### config.mk
export PLATFORM = sky130hd
export DESIGN_NAME = hwx_exec_unit
export DESIGN_NICKNAME = d
export VERILOG_FILES = /design/src/rtl/hwx_pkg.sv /design/src/rtl/hwx_decode.sv /design/src/rtl/hwx_alu.sv /design/src/rtl/hwx_regfile.sv /design/src/rtl/hwx_exec_unit.sv
export SDC_FILE = /design/constraint.sdc
export NUM_CORES = 2
export LEC_CHECK = 0
export BUFFER_PORTS_ARGS = -buffer_cell sky130_fd_sc_hd__clkbuf_2
export CAP_MARGIN = 20
export CELL_PAD_IN_SITES_DETAIL_PLACEMENT = 0
export CELL_PAD_IN_SITES_GLOBAL_PLACEMENT = 2
export CORE_ASPECT_RATIO = 1.4
export CORE_MARGIN = 4
export CORE_UTILIZATION = 49
export DETAILED_ROUTE_END_ITERATION = 8
export PLACE_DENSITY = 0.92
export SLEW_MARGIN = 25
export SYNTH_ARGS = -nofsm -noshare
export SYNTH_HDL_FRONTEND = slang
export SYNTH_SLANG_ARGS = --single-unit
### constraint.sdc
create_clock -name clk -period 18.3 [get_ports clk]
set_clock_uncertainty 0.1 [all_clocks]
set_input_delay 3.66 -clock clk [delete_from_list [all_inputs] [get_ports clk]]
set_output_delay 3.66 -clock clk [all_outputs]
set_load 0.005 [all_outputs]
### src/rtl/hwx_pkg.sv
// Package: shared operation kinds and operation codes for the halfword
// execute unit. Assumes the six-bit code field of the first halfword.
package hwx_pkg;
    localparam logic [5:0] OP_MOVR   = 6'b000000;
    localparam logic [5:0] OP_MOVI5  = 6'b010000;
    localparam logic [5:0] OP_ADDI   = 6'b110001;
    localparam logic [5:0] OP_ADDHI  = 6'b110010;
    localparam logic [5:0] OP_MULR   = 6'b000111;
    localparam logic [5:0] OP_MULI5  = 6'b010111;
    localparam logic [5:0] OP_MULI16 = 6'b110111;
    localparam logic [5:0] OP_NOT    = 6'b000001;
    localparam logic [5:0] OP_OR     = 6'b001000;
    localparam logic [5:0] OP_ORI    = 6'b110100;

    typedef enum logic [3:0] {
        K_MOVR, K_MOVI5, K_ADDI, K_ADDHI,
        K_MULR, K_MULI5, K_MULI16,
        K_NOT, K_OR, K_ORI, K_BAD
    } kind_e;
endpackage

### src/rtl/hwx_decode.sv
// Decoder: splits the first halfword into its fields and maps the code to
// an operation kind. Purely combinational; unknown codes map to K_BAD.
module hwx_decode
    import hwx_pkg::*;
(
    input  logic [15:0] hw0,
    output kind_e       kind,
    output logic [4:0]  dst,
    output logic [4:0]  src
);
    assign dst = hw0[15:11];
    assign src = hw0[4:0];

    // map the six-bit code to an operation kind
    always_comb begin
        unique case (hw0[10:5])
            OP_MOVR:   kind = K_MOVR;
            OP_MOVI5:  kind = K_MOVI5;
            OP_ADDI:   kind = K_ADDI;
            OP_ADDHI:  kind = K_ADDHI;
            OP_MULR:   kind = K_MULR;
            OP_MULI5:  kind = K_MULI5;
            OP_MULI16: kind = K_MULI16;
            OP_NOT:    kind = K_NOT;
            OP_OR:     kind = K_OR;
            OP_ORI:    kind = K_ORI;
            default:   kind = K_BAD;
        endcase
    end
endmodule

### src/rtl/hwx_alu.sv
// Datapath: computes the result of one operation from the source value,
// the old destination value and the immediates. It also says whether the
// result is written and whether the flags follow it. Assumes XLEN >= 32.
module hwx_alu
    import hwx_pkg::*;
#(
    parameter int XLEN = 32
) (
    input  kind_e            kind,
    input  logic [XLEN-1:0]  src_val,
    input  logic [XLEN-1:0]  dst_val,
    input  logic [4:0]       imm5,
    input  logic [15:0]      imm16,
    output logic [XLEN-1:0]  result,
    output logic             wr_en,
    output logic             flag_upd
);
    localparam int HW = 16;

    logic [XLEN-1:0] sx5, sx16, zx16, hi16, prod;
    logic [HW-1:0]   mul_a, mul_b;

    assign sx5  = {{(XLEN-5){imm5[4]}}, imm5};
    assign sx16 = {{(XLEN-HW){imm16[HW-1]}}, imm16};
    assign zx16 = {{(XLEN-HW){1'b0}}, imm16};
    assign hi16 = zx16 << HW;

    // choose the two low-half multiply operands per multiply form
    always_comb begin
        mul_a = dst_val[HW-1:0];
        mul_b = src_val[HW-1:0];
        if (kind == K_MULI5) begin
            mul_b = sx5[HW-1:0];
        end else if (kind == K_MULI16) begin
            mul_a = src_val[HW-1:0];
            mul_b = imm16;
        end
    end

    // signed product of the two halves, sign-extended to full width first
    assign prod = $signed({{(XLEN-HW){mul_a[HW-1]}}, mul_a})
                * $signed({{(XLEN-HW){mul_b[HW-1]}}, mul_b});

    // select the result and its side effects by operation kind
    always_comb begin
        result   = '0;
        wr_en    = 1'b1;
        flag_upd = 1'b0;
        unique case (kind)
            K_MOVR:   result = src_val;
            K_MOVI5:  result = sx5;
            K_ADDI:   result = src_val + sx16;
            K_ADDHI:  result = src_val + hi16;
            K_MULR, K_MULI5, K_MULI16: result = prod;
            K_NOT:    begin result = ~src_val;         flag_upd = 1'b1; end
            K_OR:     begin result = dst_val | src_val; flag_upd = 1'b1; end
            K_ORI:    begin result = src_val | zx16;    flag_upd = 1'b1; end
            default:  wr_en = 1'b0;
        endcase
    end
endmodule

### src/rtl/hwx_regfile.sv
// Register bank: NREG words of XLEN bits, NRD combinational read ports, one
// synchronous write port. Entry 0 is never written and reads as zero.
module hwx_regfile #(
    parameter int NREG = 32,
    parameter int XLEN = 32,
    parameter int NRD  = 3,
    localparam int AW  = $clog2(NREG)
) (
    input  logic                      clk,
    input  logic                      rst_n,
    input  logic                      we,
    input  logic [AW-1:0]             waddr,
    input  logic [XLEN-1:0]           wdata,
    input  logic [NRD-1:0][AW-1:0]    raddr,
    output logic [NRD-1:0][XLEN-1:0]  rdata
);
    logic [XLEN-1:0] mem [NREG];

    // clear on reset, otherwise store into any entry except zero
    always_ff @(posedge clk) begin
        if (!rst_n) begin
            for (int i = 0; i < NREG; i++) mem[i] <= '0;
        end else if (we && waddr != '0) begin
            mem[waddr] <= wdata;
        end
    end

    for (genvar g = 0; g < NRD; g++) begin : g_rd
        // read port g, forced to zero for entry zero
        assign rdata[g] = (raddr[g] == '0) ? '0 : mem[raddr[g]];
    end

    a_r11_write_lands: assert property (@(posedge clk) disable iff (!rst_n)
        (we && waddr != '0) |=> mem[$past(waddr)] == $past(wdata));
endmodule

### src/rtl/hwx_exec_unit.sv
// Top: accepts one halfword operation per cycle, reads its operands from
// the register bank, writes the result and updates the flags on the same
// edge. Assumes the immediate halfword is valid together with the first.
module hwx_exec_unit
    import hwx_pkg::*;
#(
    parameter int NREG = 32,
    parameter int XLEN = 32,
    localparam int AW  = $clog2(NREG)
) (
    input  logic            clk,
    input  logic            rst_n,
    input  logic            in_valid,
    output logic            in_ready,
    input  logic [15:0]     in_hw0,
    input  logic [15:0]     in_hw1,
    input  logic [AW-1:0]   peek_addr,
    output logic [XLEN-1:0] peek_data,
    output logic            flag_cy,
    output logic            flag_ov,
    output logic            flag_s,
    output logic            flag_z,
    output logic            illegal
);
    kind_e                   kind;
    logic [4:0]              dst, src;
    logic [XLEN-1:0]         result;
    logic                    wr_en, flag_upd, accept;
    logic [2:0][AW-1:0]      raddr;
    logic [2:0][XLEN-1:0]    rdata;

    hwx_decode u_dec (.hw0(in_hw0), .kind(kind), .dst(dst), .src(src));

    assign raddr = {peek_addr, AW'(dst), AW'(src)};

    hwx_regfile #(.NREG(NREG), .XLEN(XLEN), .NRD(3)) u_rf (
        .clk(clk), .rst_n(rst_n),
        .we(accept && wr_en), .waddr(AW'(dst)), .wdata(result),
        .raddr(raddr), .rdata(rdata)
    );

    hwx_alu #(.XLEN(XLEN)) u_alu (
        .kind(kind), .src_val(rdata[0]), .dst_val(rdata[1]),
        .imm5(src), .imm16(in_hw1),
        .result(result), .wr_en(wr_en), .flag_upd(flag_upd)
    );

    assign accept    = in_valid && in_ready;
    assign peek_data = rdata[2];

    // ready rises once reset is released
    always_ff @(posedge clk) begin
        if (!rst_n) in_ready <= 1'b0;
        else        in_ready <= 1'b1;
    end

    // flag register: bitwise results drive OV/S/Z, carry is held
    always_ff @(posedge clk) begin
        if (!rst_n) begin
            flag_cy <= 1'b0; flag_ov <= 1'b0; flag_s <= 1'b0; flag_z <= 1'b0;
        end else if (accept && flag_upd) begin
            flag_ov <= 1'b0;
            flag_s  <= result[XLEN-1];
            flag_z  <= (result == '0);
        end
    end

    // one-cycle pulse after an undefined code is accepted
    always_ff @(posedge clk) begin
        if (!rst_n) illegal <= 1'b0;
        else        illegal <= accept && (kind == K_BAD);
    end

    a_r7_cy_fixed: assert property (@(posedge clk) disable iff (!rst_n)
        1'b1 |=> $stable(flag_cy));
    a_r7_ov_clear: assert property (@(posedge clk) disable iff (!rst_n)
        (accept && flag_upd) |=> !flag_ov);
    a_r7_zero_flag: assert property (@(posedge clk) disable iff (!rst_n)
        (accept && flag_upd) |=> flag_z == ($past(result) == '0));
    a_r8_flags_hold: assert property (@(posedge clk) disable iff (!rst_n)
        (accept && !flag_upd) |=> $stable({flag_ov, flag_s, flag_z}));
    a_r10_illegal_pulse: assert property (@(posedge clk) disable iff (!rst_n)
        (accept && kind == K_BAD) |=> illegal);
    a_r10_illegal_quiet: assert property (@(posedge clk) disable iff (!rst_n)
        illegal |-> $stable({flag_ov, flag_s, flag_z}));
    a_r11_idle_hold: assert property (@(posedge clk) disable iff (!rst_n)
        !in_valid |=> $stable({flag_ov, flag_s, flag_z}) && !illegal);
    a_r2_zero_reads: assert property (@(posedge clk) disable iff (!rst_n)
        (peek_addr == '0) |-> peek_data == '0);
endmodule

==> results list <==
- Kind of critical path: in2reg
* Arrival time at the worst endpoint: 15.44 ns
- Iter 0 DRT Violations: 9738
- The tightest min-delay check is of the reg2reg type.
- The floorplan step defined a die boundary enclosing 158600 µm².
- The die is 337.7 µm wide.
* Maximum Capacitance Violations: 0
- In this design, the largest share of critical-path delay is due to simple AND/OR/NAND/NOR gates.
- For the pin with the worst max-slew slack, the measured transition is 1.211 ns.
- Measured in cells, the most critical reg-to-reg path has a length of 29.
* First-pass GRT wire length: 448600 µm
- Starting Density: 49.25%
- Chip Height: 469.6 µm
- At the later pin of the worst-skew pair, clock insertion delay measures 0.76 ns.
- Of the available clock period, the critical path in the final layout requires 81.20%.
* I/O Buffers: 75
- Derived from the worst setup path, the maximum achievable clock frequency is 67.29 MHz.
- Number of buffers and inverters on the critical path: 5
- Via count of the routed design: 60510
* Startpoint kind of the worst setup timing path: primary input
- Counting stages on the worst path, the most repeated cell is fa_1.
- Required time of the critical path: 18.88 ns
* Final net count: 6545
* Crit-path max cell delay: 0.99 ns
- The congestion estimate from routability-driven global placement came to 0.9905.
* EDFF count, synth: 1024
- After detailed routing, the number of remaining DRC violations is 0.
- Areal power density over the cells: 132.2 nW/µm²
- The core region is 151400 µm².
- After floorplanning, the core was divided into 169 placement rows.
* Total of cells resized after clock tree synthesis: 0
* Quantity of hold-fixing buffers added after cts: 0
* Final number of max-transition violations: 0
- The initial antenna violation count is 14.
- Capturing point of the worst reg2reg path: flag_z$_SDFFE_PN0P_
- Global Route Usage Sum: 40.55%
- The final count of hold timing violations was 0.
* FFs w/ async S/R, synth: 0%
- FF-to-FF setup slack: 7.61 ns
- Critical path startpoint: in_hw0[1]
* TritonCTS Sinks: 1028
- Buffers inserted during clock tree synthesis total 97.
- Number of post-CTS setup repair buffers: 0
- Yosys warnings: 0
* Cell count after synthesis: 6238
* TritonCTS clock tree: done
* Post-Synthesis Cell Area: 74560 µm²
* Hold Worst Slack: 0.4131 ns
* Cell Count, Final, Fillers Out: 8162
- At the placement stage, the worst setup path has a slack of 3.187 ns.
* Remaining global-route overflow: 0
- Summed over all failing endpoints, the final setup total negative slack is 0 ns.
- Cells on Worst Hold Path: 2
* First drt pass iteration count: 6
* Fraction of final layout cells sized beyond drive strength 1: 19.39%
- Sequential element share of the synthesized area: 41.35%
- Critical path depth in cells: 32
- H-tree level count: 3
* Via count of the first global-routing pass: 60310
- The library cell used most frequently in the layout, excluding fill and tap cells, is nor2_1.
- CP Capture Point: flag_z$_SDFFE_PN0P_
- Counting I/O delays and the setup requirement, the final critical path takes 14.86 ns.
- For this block, the routed nets add up to 325000 µm of wire.
* Type of element capturing the critical path: register
- After filler insertion, the fill cell instance count of the layout stands at 12880.
* Yosys reg bits: 1028
* Largest net degree at the start of global routing: 119
* Status: completed
* Routed wirelength normalized by instance count: 39.82 µm
- Share of Yosys cell area claimed by the top area cell type: 41.24%
- Clock root buffer: clkbuf_16
- In this run the worst path has a maximum fanout of 118.
- Total power consumption of the routed design: 10.67 mW
- Distinct cells, synth: 94
- The area growth from synthesis to layout is 8.275%.
- Cell taking the most area after synthesis: edfxtp_1
- Slew margin rel.: 19.22%
- Including well taps, the total number of placed cells is 7962.
- Clock slew seen by the registers of the worst setup and hold paths: 0.07 ns
- No sink is reached through more buffers than the 3 on the longest clock path.
- Half-perimeter wire length after detailed placement: 202700 µm
* Average size of a mapped cell: 11.95 µm²
* Routed Antenna Nets: 0
- Worst supply voltage drop on vdd: 0.0002196 V
* Dominant register cell in the synthesized netlist: edfxtp_1
* Avg Vias per Cell: 7.414
- The top cell types in the final layout, fill and taps aside, are 1238 x nor2_1, 1024 x edfxtp_1, 622 x mux2i_1, 542 x mux4_2, 335 x inv_1.
- Post-layout worst setup margin: 3.440 ns
- Setup-failing EPs final: 0
* Setup repair after global routing missed its margin: false
- By area the synthesized netlist is led by edfxtp_1 41%, mux4_2 16%, mux2i_1 8.4%, fa_1 7.1%, nor2_1 6.3%.
- During I/O placement, the number of pins put on the boundary was 78.
- Launch point of the worst reg-to-reg path: u_rf.mem[15][2]$_SDFFCE_PN0P_
- Static Leakage: 30.30 nW
- Standard cell with the maximum stage delay on the critical path: nor4_1
==> through the flow <==
step | utilization, % | area, µm²
2_1_floorplan | - | 74690
3_3_place_gp | 50.98 | 77190
3_5_place_dp | 51.03 | 77260
4_1_cts | 53.25 | 80610
5_1_grt | 53.30 | 80690
6_report | 53.32 | 80730
==> worst min path at each step <==
stage	start	end	slack (ns)
finish	flag_z$_SDFFE_PN0P_	flag_z$_SDFFE_PN0P_	0.41
floorplan	flag_z$_SDFFE_PN0P_	flag_z$_SDFFE_PN0P_	0.34
global placement	flag_z$_SDFFE_PN0P_	flag_z$_SDFFE_PN0P_	0.41
global route	flag_z$_SDFFE_PN0P_	flag_z$_SDFFE_PN0P_	0.45
detailed placement	flag_z$_SDFFE_PN0P_	flag_z$_SDFFE_PN0P_	0.41
CTS	flag_z$_SDFFE_PN0P_	flag_z$_SDFFE_PN0P_	0.42
==> logic make-up after synthesis <==
kind of cell	after synthesis	share of synthesized area [%]
other	1	0.005029
adder cells (fa/ha/maj)	408	9.505
buffers and inverters	911	5.212
XOR/XNOR	62	0.7283
AND/OR/NAND/NOR	1816	10.41
AO/OA/AOI/OAI	809	7.486
flip-flops	1028	41.35
multiplexers	1203	25.31
==> tightest hold or removal path: cells and delay by family, from the launching register on <==
| kind | cells | cell delay, ns |
|---|---|---|
| flip-flops | 1 | 0.35 |
| AND/OR/NAND/NOR | 1 | 0.07 |
| AO/OA/AOI/OAI | 1 | 0.05 |
==> state kept, by name (all words and copies together) (netlist names) <==
name	cells
flag_s	1
illegal	1
u_rf.mem	1024
in_ready	1
flag_z	1
==> metal layers <==
metal / part of all wire, % / GRT usage, % / vias to the layer above
met2: 44 / 60.91 / 5810
met5: 0.044 / 0 / -
li1: - / - / 23000
met1: 30 / 44.81 / 29750
met3: 15 / 14.88 / 1945
met4: 12 / 36.39 / 12
==> final cells by class <==
class / instances / area (µm²) / share of cell area [%]
antenna: 16 / 40.04 / 0.04959
clock buffer: 113 / 2551 / 3.160
clock inverter: 69 / 807.0 / 0.9996
inverter: 339 / 1272 / 1.576
multi-input combinational: 4332 / 40540 / 50.21
sequential: 1028 / 30830 / 38.19
tap: 1966 / 2460 / 3.047
timing repair buffer: 299 / 2232 / 2.765
==> power by group <==
part	internal, mW	switching, mW	total, mW
Clock	1.23	0.983	2.21
Sequential	2.67	0.0641	2.73
Combinational	2.08	3.64	5.72
Total	5.98	4.69	10.7
==> cell usage after synthesis, types with 13 or more instances <==
cell type and instances:
nor2_1 1243, edfxtp_1 1024, mux2i_1 622, mux4_2 542, clkbuf_1 354, inv_1 336, fa_1 264, o22ai_1 241
nand2_1 229, ha_1 144, a21oi_1 121, buf_2 112, buf_1 61, nor4_1 60, o21ai_0 59, o221ai_1 56
nand2b_1 50, a22oi_1 39, nor3_1 36, xnor2_1 35, mux2_2 33, a21o_1 31, a211oi_1 30, nand3_1 28
o21ai_1 27, xor2_1 27, a221oi_1 26, buf_6 26, nor2b_1 26, or2_2 22, nand4_1 21, o21a_1 20
and3_1 19, o211ai_1 19, a211o_1 17, and2_1 14, buf_4 13
Note: power is estimated with default switching activity, not from simulation.
